**config.mk**
```make
export PLATFORM = sky130hd
export DESIGN_NAME = sclkdiv_prescaler
export DESIGN_NICKNAME = d
export VERILOG_FILES = /design/src/rtl/sclkdiv_pkg.sv /design/src/rtl/sclkdiv_even_stage.sv /design/src/rtl/sclkdiv_rate_stage.sv /design/src/rtl/sclkdiv_toggle.sv /design/src/rtl/sclkdiv_prescaler.sv
export SDC_FILE = /design/constraint.sdc
export NUM_CORES = 1
export LEC_CHECK = 0
export ABC_CLOCK_PERIOD_IN_PS = 2650
export BUFFER_PORTS_ARGS = -buffer_cell sky130_fd_sc_hd__buf_2
export CAP_MARGIN = 20
export CORE_UTILIZATION = 52
export DETAILED_ROUTE_END_ITERATION = 16
export PLACE_DENSITY = 0.86
export SKIP_LAST_GASP = 1
export SYNTH_ARGS = -nofsm -noshare
export SYNTH_HDL_FRONTEND = slang
export SYNTH_SLANG_ARGS = --single-unit
```
**constraint.sdc**
```tcl
create_clock -name clk -period 2.65 [get_ports clk]
set_clock_uncertainty 0.15 [all_clocks]
set_input_delay 0.1325 -clock clk [delete_from_list [all_inputs] [get_ports clk]]
set_output_delay 0.1325 -clock clk [all_outputs]
set_load 0.05 [all_outputs]
```
**src/rtl/sclkdiv_pkg.sv**
```systemverilog
package sclkdiv_pkg;

    localparam int unsigned DEF_PRE_W  = 8;
    localparam int unsigned DEF_RATE_W = 8;

    typedef enum logic {
        EDGE_TRAIL = 1'b0,
        EDGE_LEAD  = 1'b1
    } edge_kind_e;

endpackage

```
**src/rtl/sclkdiv_even_stage.sv**
```systemverilog
module sclkdiv_even_stage #(
    parameter int unsigned HALF_W = 8
) (
    input  logic              clk,
    input  logic              rst_n,
    input  logic              run,
    input  logic [HALF_W-1:0] half_i,
    output logic              tick_o
);

    typedef struct packed {
        logic [HALF_W-1:0] cnt;
    } even_st_t;

    even_st_t s_q, s_d;
    logic     at_end;

    always_comb begin
        s_d    = s_q;
        at_end = (s_q.cnt == (half_i - HALF_W'(1)));
        if (!run) begin
            s_d.cnt = '0;
        end else if (at_end) begin
            s_d.cnt = '0;
        end else begin
            s_d.cnt = s_q.cnt + HALF_W'(1);
        end
        tick_o = run && at_end;
    end

    always_ff @(posedge clk or negedge rst_n) begin
        if (!rst_n) begin
            s_q <= '0;
        end else begin
            s_q <= s_d;
        end
    end

    AST_HALF_COUNT_RANGE: assert property (@(posedge clk) disable iff (!rst_n)
        run |-> (s_q.cnt < half_i));

endmodule

```
**src/rtl/sclkdiv_rate_stage.sv**
```systemverilog
module sclkdiv_rate_stage #(
    parameter int unsigned RATE_W = 8
) (
    input  logic              clk,
    input  logic              rst_n,
    input  logic              run,
    input  logic              tick_i,
    input  logic [RATE_W-1:0] rate_i,
    output logic              flip_o
);

    typedef struct packed {
        logic [RATE_W-1:0] cnt;
    } rate_st_t;

    rate_st_t s_q, s_d;
    logic     at_last;

    always_comb begin
        s_d     = s_q;
        at_last = (s_q.cnt == rate_i);
        if (!run) begin
            s_d.cnt = '0;
        end else if (tick_i) begin
            s_d.cnt = at_last ? '0 : (s_q.cnt + RATE_W'(1));
        end
        flip_o = tick_i && at_last;
    end

    always_ff @(posedge clk or negedge rst_n) begin
        if (!rst_n) begin
            s_q <= '0;
        end else begin
            s_q <= s_d;
        end
    end

    AST_RATE_COUNT_RANGE: assert property (@(posedge clk) disable iff (!rst_n)
        run |-> (s_q.cnt <= rate_i));

endmodule

```
**src/rtl/sclkdiv_toggle.sv**
```systemverilog
module sclkdiv_toggle
    import sclkdiv_pkg::*;
(
    input  logic clk,
    input  logic rst_n,
    input  logic en,
    input  logic idle_pol_raw,
    input  logic idle_pol_q,
    input  logic flip_i,
    output logic sclk_o,
    output logic stb_o,
    output logic lead_o,
    output logic period_end_o
);

    typedef struct packed {
        logic       sclk;
        logic       stb;
        edge_kind_e kind;
    } tog_st_t;

    tog_st_t    s_q, s_d;
    edge_kind_e kind_now;

    always_comb begin
        s_d      = s_q;
        s_d.stb  = 1'b0;
        kind_now = (s_q.sclk == idle_pol_q) ? EDGE_LEAD : EDGE_TRAIL;
        if (!en) begin
            s_d.sclk = idle_pol_raw;
        end else if (flip_i) begin
            s_d.sclk = ~s_q.sclk;
            s_d.stb  = 1'b1;
            s_d.kind = kind_now;
        end
        period_end_o = en && flip_i && (kind_now == EDGE_TRAIL);
    end

    always_ff @(posedge clk or negedge rst_n) begin
        if (!rst_n) begin
            s_q <= '{sclk: 1'b0, stb: 1'b0, kind: EDGE_TRAIL};
        end else begin
            s_q <= s_d;
        end
    end

    assign sclk_o = s_q.sclk;
    assign stb_o  = s_q.stb;
    assign lead_o = (s_q.kind == EDGE_LEAD);

    AST_STB_MARKS_CHANGE: assert property (@(posedge clk) disable iff (!rst_n)
        stb_o |-> (sclk_o != $past(sclk_o)));

    AST_IDLE_LEVEL: assert property (@(posedge clk) disable iff (!rst_n)
        ($past(rst_n) && !$past(en)) |-> ((sclk_o == $past(idle_pol_raw)) && !stb_o));

endmodule

```
**src/rtl/sclkdiv_prescaler.sv**
```systemverilog
module sclkdiv_prescaler
    import sclkdiv_pkg::*;
#(
    parameter int unsigned PRE_W  = DEF_PRE_W,
    parameter int unsigned RATE_W = DEF_RATE_W
) (
    input  logic              clk,
    input  logic              rst_n,
    input  logic              en,
    input  logic [PRE_W-1:0]  pre_div,
    input  logic [RATE_W-1:0] rate_sel,
    input  logic              cpol,
    output logic              sclk,
    output logic              edge_stb,
    output logic              edge_lead
);

    localparam int unsigned HALF_W = PRE_W;

    typedef struct packed {
        logic              active;
        logic [HALF_W-1:0] half;
        logic [RATE_W-1:0] rate;
        logic              pol;
    } top_st_t;

    top_st_t           s_q, s_d;
    logic [HALF_W-1:0] half_raw;
    logic [HALF_W-1:0] half_cand;
    logic              run;
    logic              tick;
    logic              flip;
    logic              period_end;

    always_comb begin
        s_d       = s_q;
        half_raw  = pre_div >> 1;
        half_cand = (half_raw == '0) ? HALF_W'(1) : half_raw;
        run       = en && s_q.active;
        s_d.active = en;
        if (!s_q.active || !en || period_end) begin
            s_d.half = half_cand;
            s_d.rate = rate_sel;
            s_d.pol  = cpol;
        end
    end

    always_ff @(posedge clk or negedge rst_n) begin
        if (!rst_n) begin
            s_q <= '{active: 1'b0, half: HALF_W'(1), rate: '0, pol: 1'b0};
        end else begin
            s_q <= s_d;
        end
    end

    sclkdiv_even_stage #(
        .HALF_W (HALF_W)
    ) u_even (
        .clk    (clk),
        .rst_n  (rst_n),
        .run    (run),
        .half_i (s_q.half),
        .tick_o (tick)
    );

    sclkdiv_rate_stage #(
        .RATE_W (RATE_W)
    ) u_rate (
        .clk    (clk),
        .rst_n  (rst_n),
        .run    (run),
        .tick_i (tick),
        .rate_i (s_q.rate),
        .flip_o (flip)
    );

    sclkdiv_toggle u_toggle (
        .clk          (clk),
        .rst_n        (rst_n),
        .en           (en),
        .idle_pol_raw (cpol),
        .idle_pol_q   (s_q.pol),
        .flip_i       (flip),
        .sclk_o       (sclk),
        .stb_o        (edge_stb),
        .lead_o       (edge_lead),
        .period_end_o (period_end)
    );

    AST_CFG_HELD_MIDPERIOD: assert property (@(posedge clk) disable iff (!rst_n)
        (s_q.active && en && !period_end) |=> $stable({s_q.half, s_q.rate, s_q.pol}));

endmodule

```
==> results of run 1 <==
-- per-layer routing --
layer,global-route usage [%],up-vias,routed length [microns]
met5,0,-,0
met4,9.66,0,56
met3,6.70,4,150
met2,38.8,35,2150
met1,27.4,741,1780
li1,-,728,-
-- synth_stat cells (3+ instances only) --
| cell type | count | area share (%) |
|---|---|---|
| a21oi_1 | 4 | 1.0 |
| and3_1 | 5 | 1.6 |
| dfrtp_1 | 35 | 45 |
| ha_1 | 3 | 1.9 |
| inv_1 | 4 | 0.77 |
| mux2_2 | 6 | 3.5 |
| mux2_4 | 9 | 6.9 |
| nand2_1 | 12 | 2.3 |
| nand3_1 | 7 | 1.8 |
| nor2_1 | 18 | 3.5 |
| o211ai_1 | 5 | 1.9 |
| o21ai_0 | 4 | 1.0 |
| xnor2_1 | 17 | 7.6 |
| xor2_1 | 7 | 3.1 |
-- logic make-up (layout without fill, tap and decap cells) --
logic type / after synthesis / after routing
XOR/XNOR: 24 / 24
multiplexers: 17 / 17
AND/OR/NAND/NOR: 63 / 63
flip-flops: 36 / 36
AO/OA/AOI/OAI: 22 / 22
adder cells (fa/ha/maj): 3 / 3
buffers and inverters: 9 / 63
-- worst max path at each step --
| stage | startpoint | to | slack (ns) |
|---|---|---|---|
| finish | s_q[9] | u_rate.s_q[2] | 0.03 |
| global route | s_q[10] | u_toggle.lead_o | -0.16 |
| CTS | s_q[9] | u_rate.s_q[5] | 0.0003 |
| detailed placement | s_q[9] | u_rate.s_q[5] | -0.04 |
| global placement | s_q[9] | u_rate.s_q[5] | 0.05 |
| floorplan | s_q[10] | s_q[0] | 0.05 |
-- cell usage in the layout (no fill, tap or decap), types with 2 or more instances in the layout --
master         count
and3_1             5
xnor2_1           15
buf_12             2
mux2_2             6
inv_1              4
clkbuf_8           5
nand3_1            7
dlygate4sd3_1     17
o21ai_0            3
nor2_1            18
or4b_4             2
nand2_1           12
xor2_1             7
nor4_1             2
o41ai_2            2
xnor2_2            2
nor3_2             2
a21oi_2            2
dfrtp_1           35
buf_2             22
buf_4             10
mux2_4             9
nand4_1            2
a21oi_1            2
ha_1               2
nor2b_1            2
clkbuf_1           2
o211ai_1           5
mux2i_1            2
-- cell type report --
class                   count  area, sq um  area share [%]
clock buffers               7         76.3            3.03
flip-flops and latches     36          902            35.8
multi-input cells         129         1060            42.3
inverters                   4         15.0           0.596
well taps                  46         57.6            2.28
repair buffers             51          395            15.7
clock inverters             1         8.76           0.348
-- worst register-to-register path, delay by kind of cell, from the launching register on --
| family | cells | cell delay [ns] |
|---|---|---|
| compound gates | 2 | 0.32 |
| xor+xnor | 1 | 0.15 |
| buf+inv | 2 | 0.26 |
| fa+ha+maj | 1 | 0.18 |
| flops | 1 | 0.37 |
| simple gates | 3 | 1.11 |
-- what timing repair did --
action	in CTS	in global routing
hold endpoints to repair	51	0
resized for setup	4	9
pin swaps	3	10
buffers inserted	0	5
hold buffers	17	0
endpoints found under the setup margin	21	22
-- registers in the layout (all words and copies together) (netlist names) --
name	cells
u_even.s_q	8
u_toggle.sclk_o	1
s_q	17
u_toggle.stb_o	1
u_rate.s_q	8
u_toggle.lead_o	1
-- metrics by stage --
step / util [%] / instances / area [sq um] / power, mW
global placement: 62.7 / 244 / 2170 / 0.763
floorplan: - / 174 / 1950 / 0.711
finish: 72.7 / 274 / 2520 / 1.17
detailed placement: 62.7 / 244 / 2170 / 0.768
CTS: 70.6 / 269 / 2450 / 1.18
global route: 72.7 / 274 / 2520 / 1.23
-- power groups by stage --
stage                     Sequential [mW]  Clock, mW  Combinational, mW
after detailed placement            0.609          0              0.159
after global placement              0.609          0              0.154
after floorplan                     0.612          0             0.0988
final                               0.601      0.382              0.186
after global routing                0.604      0.420              0.205
after CTS                           0.600      0.395              0.181
==> insert_results.sql, run 1 <==
INSERT INTO impl_metrics (metric_group, metric, value, unit) VALUES
('status', 'run_status', 'finished, final reports clean', ''),
('global_route', 'grt_max_degree', '37', ''),
('synth', 'synth_compound_gate_area_share', '9.92', '%'),
('critical_path', 'crit_path_top_delay_cell', 'or4b_4', ''),
('worst_hold_path', 'min-delay-start', 'pre_div[1]', ''),
('timing', 'timing.final.hold_violations', '0', ''),
('worst_hold_path', 'hold_crit_path_type', 'in2reg', ''),
('cts', 'worst_setup_hold_path_clk_slew', '0.07', 'ns'),
('synth', 'async_flop_share', '100', '%'),
('route', 'vias', '1508', ''),
('critical_path', 'cp_slowest_stage_delay', '0.48', 'ns'),
('cts', 'ctsRootBufferMaster', 'clkbuf_8', ''),
('synth', 'synth_nets', '197', ''),
('critical_path', 'sort_of_element_at_the_start_of_the_critical_path', 'flop', ''),
('run', 'drv.max_cap_violation_count', '0', ''),
('critical_path', 'cp.depth', '9', ''),
('finish', 'syn2layout_area_growth', '28.9', '%'),
('power', 'power_density', '464', 'mW/mm^2'),
('cts', 'h_tree_levels', '2', ''),
('worst_hold_path', 'hold_path_depth', '3', ''),
('floorplanning', 'core_area', '0.00347', 'sq mm'),
('timing', 'rsz_0062_raised_after_global_routing', 'true', ''),
('route', 'drcViolationCount', '0', ''),
('critical_path', 'timing_worst_setup_path_type', 'reg2reg', ''),
('critical_path', 'cp_cell_sequence', 'inv_1, ha_2, or3b_4, nor3_4, xnor2_2, o2111ai_4, buf_12, or4b_4, a21oi_2', ''),
('floorplanning', 'placement_rows', '21', ''),
('floorplanning', 'fp.dieH', '63.3', 'microns'),
('placed_design', 'place_hpwl', '2520', 'microns'),
('global_route', 'grt_antenna_before_repair', '0', ''),
('critical_path', 'cp_data_arrival_time', '2.68', 'ns'),
('synth', 'syn_area', '0.00195', 'sq mm'),
('route', 'drt_iter0_markers', '38', ''),
('timing', 'worst_slack', '0.0344', 'ns'),
('power', 'switching_power_share_of_the_total', '26.1', '%'),
('timing', 'finalMaxSlewViolations', '0', ''),
('critical_path', 'worstRegToRegCells', '9', ''),
('cts', 'cts_tree', 'done', ''),
('power', 'vdd_drop_max', '0.294', 'mV'),
('critical_path', 'critical_path.reg2reg.endpoint', 'u_rate.s_q[2]', ''),
('critical_path', 'critical-path-top-delay-family', 'simple AND/OR/NAND/NOR gates', ''),
('floorplanning', 'chipWidth', '63.3', 'microns'),
('synth', 'synthesized_instance_count', '174', ''),
('worst_hold_path', 'worst_hold_path.endpoint', 's_q[9]', ''),
('timing', 'total_negative_slack_for_setup_checks', '0', 'ns'),
('power', 'internal_power', '0.864', 'mW'),
('timing', 'finalSetupViolations', '0', ''),
('timing', 'slew_headroom', '47.5', '%'),
('route', 'number_of_nets_with_antenna_violations_after_detailed_routing', '0', ''),
('critical_path', 'endpoint_kind', 'flop', ''),
('synth', 'largest_family_of_logic_cells_by_synthesized_area', 'simple AND/OR/NAND/NOR gates', ''),
('critical_path', 'critical_path_required', '2.72', 'ns'),
('global_route', 'grt_pass1_wl', '6960', 'microns'),
('synth', 'synth-edff-count', '0', ''),
('timing', 'timing.fmax', '382', 'MHz'),
('finish', 'nNetsFinal', '250', ''),
('synth', 'postSynth.topFlopCell', 'dfrtp_1', ''),
('cts', 'source_to_sink_clock_delay_at_the_later_pin_of_the_worst_skew_pair', '0.29', 'ns'),
('cts', 'cts_max_path_buffers', '2', ''),
('timing', 'final.period_utilization', '98.7', '%'),
('critical_path', 'path_max_fanout', '8', ''),
('synth', 'synth-seq-area-share', '46.2', '%'),
('power', 'switchingPower', '0.305', 'mW'),
('finish', 'drive_above_1_share', '32.9', '%'),
('synth', 'synth-simple-area-share', '17.6', '%'),
('synth', 'yosysWarnings', '0', ''),
('placed_design', 'port_buffers', '21', ''),
('route', 'wire_length_reported_by_the_detailed_router', '4130', 'microns'),
('power', 'combPwrFrac', '16.0', '%'),
('critical_path', 'worst_r2r_startpoint', 's_q[9]', ''),
('synth', 'synthXorXnorAreaFrac', '10.8', '%'),
('synth', 'synth-seq-cells', '36', '');
No activity file was read; power rests on OpenSTA's default activity.
==> run 2, diff against run 1 <==
Settings changed: CORE_MARGIN set to 2.
==> insert_results.sql, run 2 (synthesis results as in run 1) <==
INSERT INTO impl_metrics (metric_group, metric, value, unit) VALUES
('status', 'run_status', 'finished, final reports clean', ''),
('timing', 'finalSetupViolations', '0', ''),
('placed_design', 'gpl.final_weighted_congestion', '0.790', ''),
('cts', 'cts_sinks', '36', ''),
('global_route', 'overall_global_routing_usage', '21.9', '%'),
('route', 'drt_iter0_markers', '116', ''),
('timing', 'finalHoldWorstSlack', '0.306', 'ns'),
('route', 'wire_length_reported_by_the_detailed_router', '4220', 'microns'),
('cts', 'ctsRootBufferMaster', 'clkbuf_8', ''),
('critical_path', 'endpoint_kind', 'flop', ''),
('finish', 'insertedDiodeCount', '0', ''),
('global_route', 'grt_pass1_vias', '1499', ''),
('route', 'drt_pre_antenna_iters', '4', ''),
('finish', 'most_common_library_cell_in_the_layout_ignoring_fill_and_taps', 'dfrtp_1', ''),
('timing', 'slew_headroom', '47.0', '%'),
('run', 'drv.max_cap_violation_count', '0', ''),
('finish', 'largest_register_ff_count', '17', ''),
('global_route', 'grt_max_degree', '37', ''),
('route', 'number_of_nets_with_antenna_violations_after_detailed_routing', '0', ''),
('power', 'power_density', '485', 'mW/mm^2'),
('cts', 'h_tree_levels', '2', ''),
('worst_hold_path', 'hold_crit_path_type', 'in2async', ''),
('critical_path', 'critical_path_required', '2.71', 'ns'),
('floorplanning', 'io-pin-count', '23', ''),
('route', 'vias', '1517', ''),
('placed_design', 'place_hpwl', '2600', 'microns'),
('floorplanning', 'placement_rows', '22', ''),
('critical_path', 'worstRegToRegCells', '9', ''),
('critical_path', 'worst_r2r_startpoint', 's_q[9]', ''),
('cts', 'cts_max_path_buffers', '2', ''),
('power', 'vdd_drop_max', '0.264', 'mV'),
('critical_path', 'timing_worst_setup_path_type', 'reg2reg', ''),
('placed_design', 'port_buffers', '21', ''),
('floorplanning', 'floorplan.die_area', '0.00426', 'sq mm'),
('timing', 'total_negative_slack_for_setup_checks', '0', 'ns'),
('global_route', 'grt_antenna_before_repair', '0', ''),
('cts', 'cts_tree', 'done', ''),
('finish', 'max_flop_register', 's_q', ''),
('critical_path', 'critical_path.reg2reg.endpoint', 'u_rate.s_q[2]', ''),
('floorplanning', 'chipWidth', '65.3', 'microns'),
('timing', 'tightestPinTransition', '0.794', 'ns'),
('power', 'power.leakage', '1.12', 'nW'),
('finish', 'largest_registers', 's_q (17), u_even.s_q (8), u_rate.s_q (8)', ''),
('placed_design', 'post-place-ws', '-0.000458', 'ns'),
('critical_path', 'sort_of_element_at_the_start_of_the_critical_path', 'flop', ''),
('timing', 'timing.final.hold_violations', '0', ''),
('cts', 'cts_buffers', '5', ''),
('timing', 'period_minus_slack', '2.62', 'ns'),
('finish', 'mostFrequentLayoutCells', 'dfrtp_1 (35), buf_2 (21), nor2_1 (18), dlygate4sd3_1 (18), xnor2_1 (16)', ''),
('timing', 'finalMaxSlewViolations', '0', ''),
('finish', 'drive_above_1_share', '29.6', '%'),
('cts', 'worst_setup_hold_path_clk_slew', '0.07', 'ns'),
('finish', 'syn2layout_area_growth', '28.9', '%'),
('power', 'design_power', '1.22', 'mW'),
('cts', 'source_to_sink_clock_delay_at_the_later_pin_of_the_worst_skew_pair', '0.29', 'ns'),
('critical_path', 'cp_data_arrival_time', '2.68', 'ns'),
('timing', 'final.period_utilization', '98.7', '%'),
('finish', 'nNetsFinal', '248', ''),
('route', 'viasPerCell', '5.54', ''),
('floorplanning', 'core_area', '0.00363', 'sq mm'),
('floorplanning', 'fp.dieH', '65.3', 'microns'),
('timing', 'worst_slack', '0.0345', 'ns'),
('global_route', 'grt_pass1_wl', '7090', 'microns'),
('timing', 'rsz_0062_raised_after_global_routing', 'true', ''),
('timing', 'timing.fmax', '382', 'MHz'),
('critical_path', 'r2r_slack', '0.03', 'ns'),
('floorplanning', 'floorplan.initialDensity', '53.8', '%'),
('global_route', 'overflow', '0', ''),
('route', 'avgRoutedWirePerCell', '15.4', 'microns'),
('critical_path', 'path_max_fanout', '7', ''),
('route', 'drcViolationCount', '0', '');
## run 2: cell types whose count changed in the layout (fill, tap and decap cells not counted), moves of 2 or more
cell / change
a21oi_1: +2
a21oi_2: -2
mux2_2: -5
buf_4: -4
clkbuf_8: +2
mux2_4: +5
or4b_4: -2
or4b_1: +2
## run 2: critical path, cell delays in order (launching register included)
cell	delay, ns
dfstp_2	0.38
inv_1	0.07
ha_2	0.19
or3b_4	0.40
xnor2_2	0.15
nor3_2	0.23
o2111ai_4	0.18
buf_12	0.18
or4b_1	0.47
a21oi_1	0.14
## run 2: layout make-up
type	instances	area [sq um]
sequential	36	902
inverter	4	15.0
tap	48	60.1
clock buffer	8	100
multi-input combinational	129	1050
timing repair buffer	49	395
fill	271	1110
## run 2: per-stage QoR
stage	area, sq um	cells	utilization [%]
floorplan	1950	174	-
global placement	2190	246	60.2
detailed placement	2190	246	60.2
CTS	2470	272	68.1
global route	2520	274	69.4
finish	2520	274	69.4
## run 2: timing repair
action | 4_1_cts | 5_1_grt
resized for setup | 1 | 9
endpoints found under the setup margin | 1 | 22
buffers inserted | 0 | 2
endpoints found under the hold margin | 52 | 0
pin swaps | 0 | 9
hold buffers | 18 | 0
## run 2: metal layers
metal,vias up,GRT usage [%],wire [microns]
met2,50,34.6,1960
li1,721,-,-
met3,11,5.48,199
met4,0,7.03,84
met5,-,0,0
met1,735,29.5,1980
## run 2: worst max-delay path by stage
stage	from	end	slack, ns	cells past startpoint
6_report	s_q[9]	u_rate.s_q[2]	0.03	9
5_1_grt	s_q[10]	u_rate.s_q[2]	-0.1	9
4_1_cts	s_q[9]	u_rate.s_q[5]	0.03	9
3_5_place_dp	s_q[9]	u_rate.s_q[5]	-0.0005	9
3_3_place_gp	s_q[9]	u_rate.s_q[5]	0.05	9
2_1_floorplan	s_q[10]	s_q[0]	0.05	9
## run 2: power breakdown
part	internal, mW	total, mW	leakage (nW)	switching [mW]
clock network	0.237	0.431	0.0515	0.194
registers	0.575	0.602	0.452	0.0265
logic	0.105	0.191	0.613	0.0860
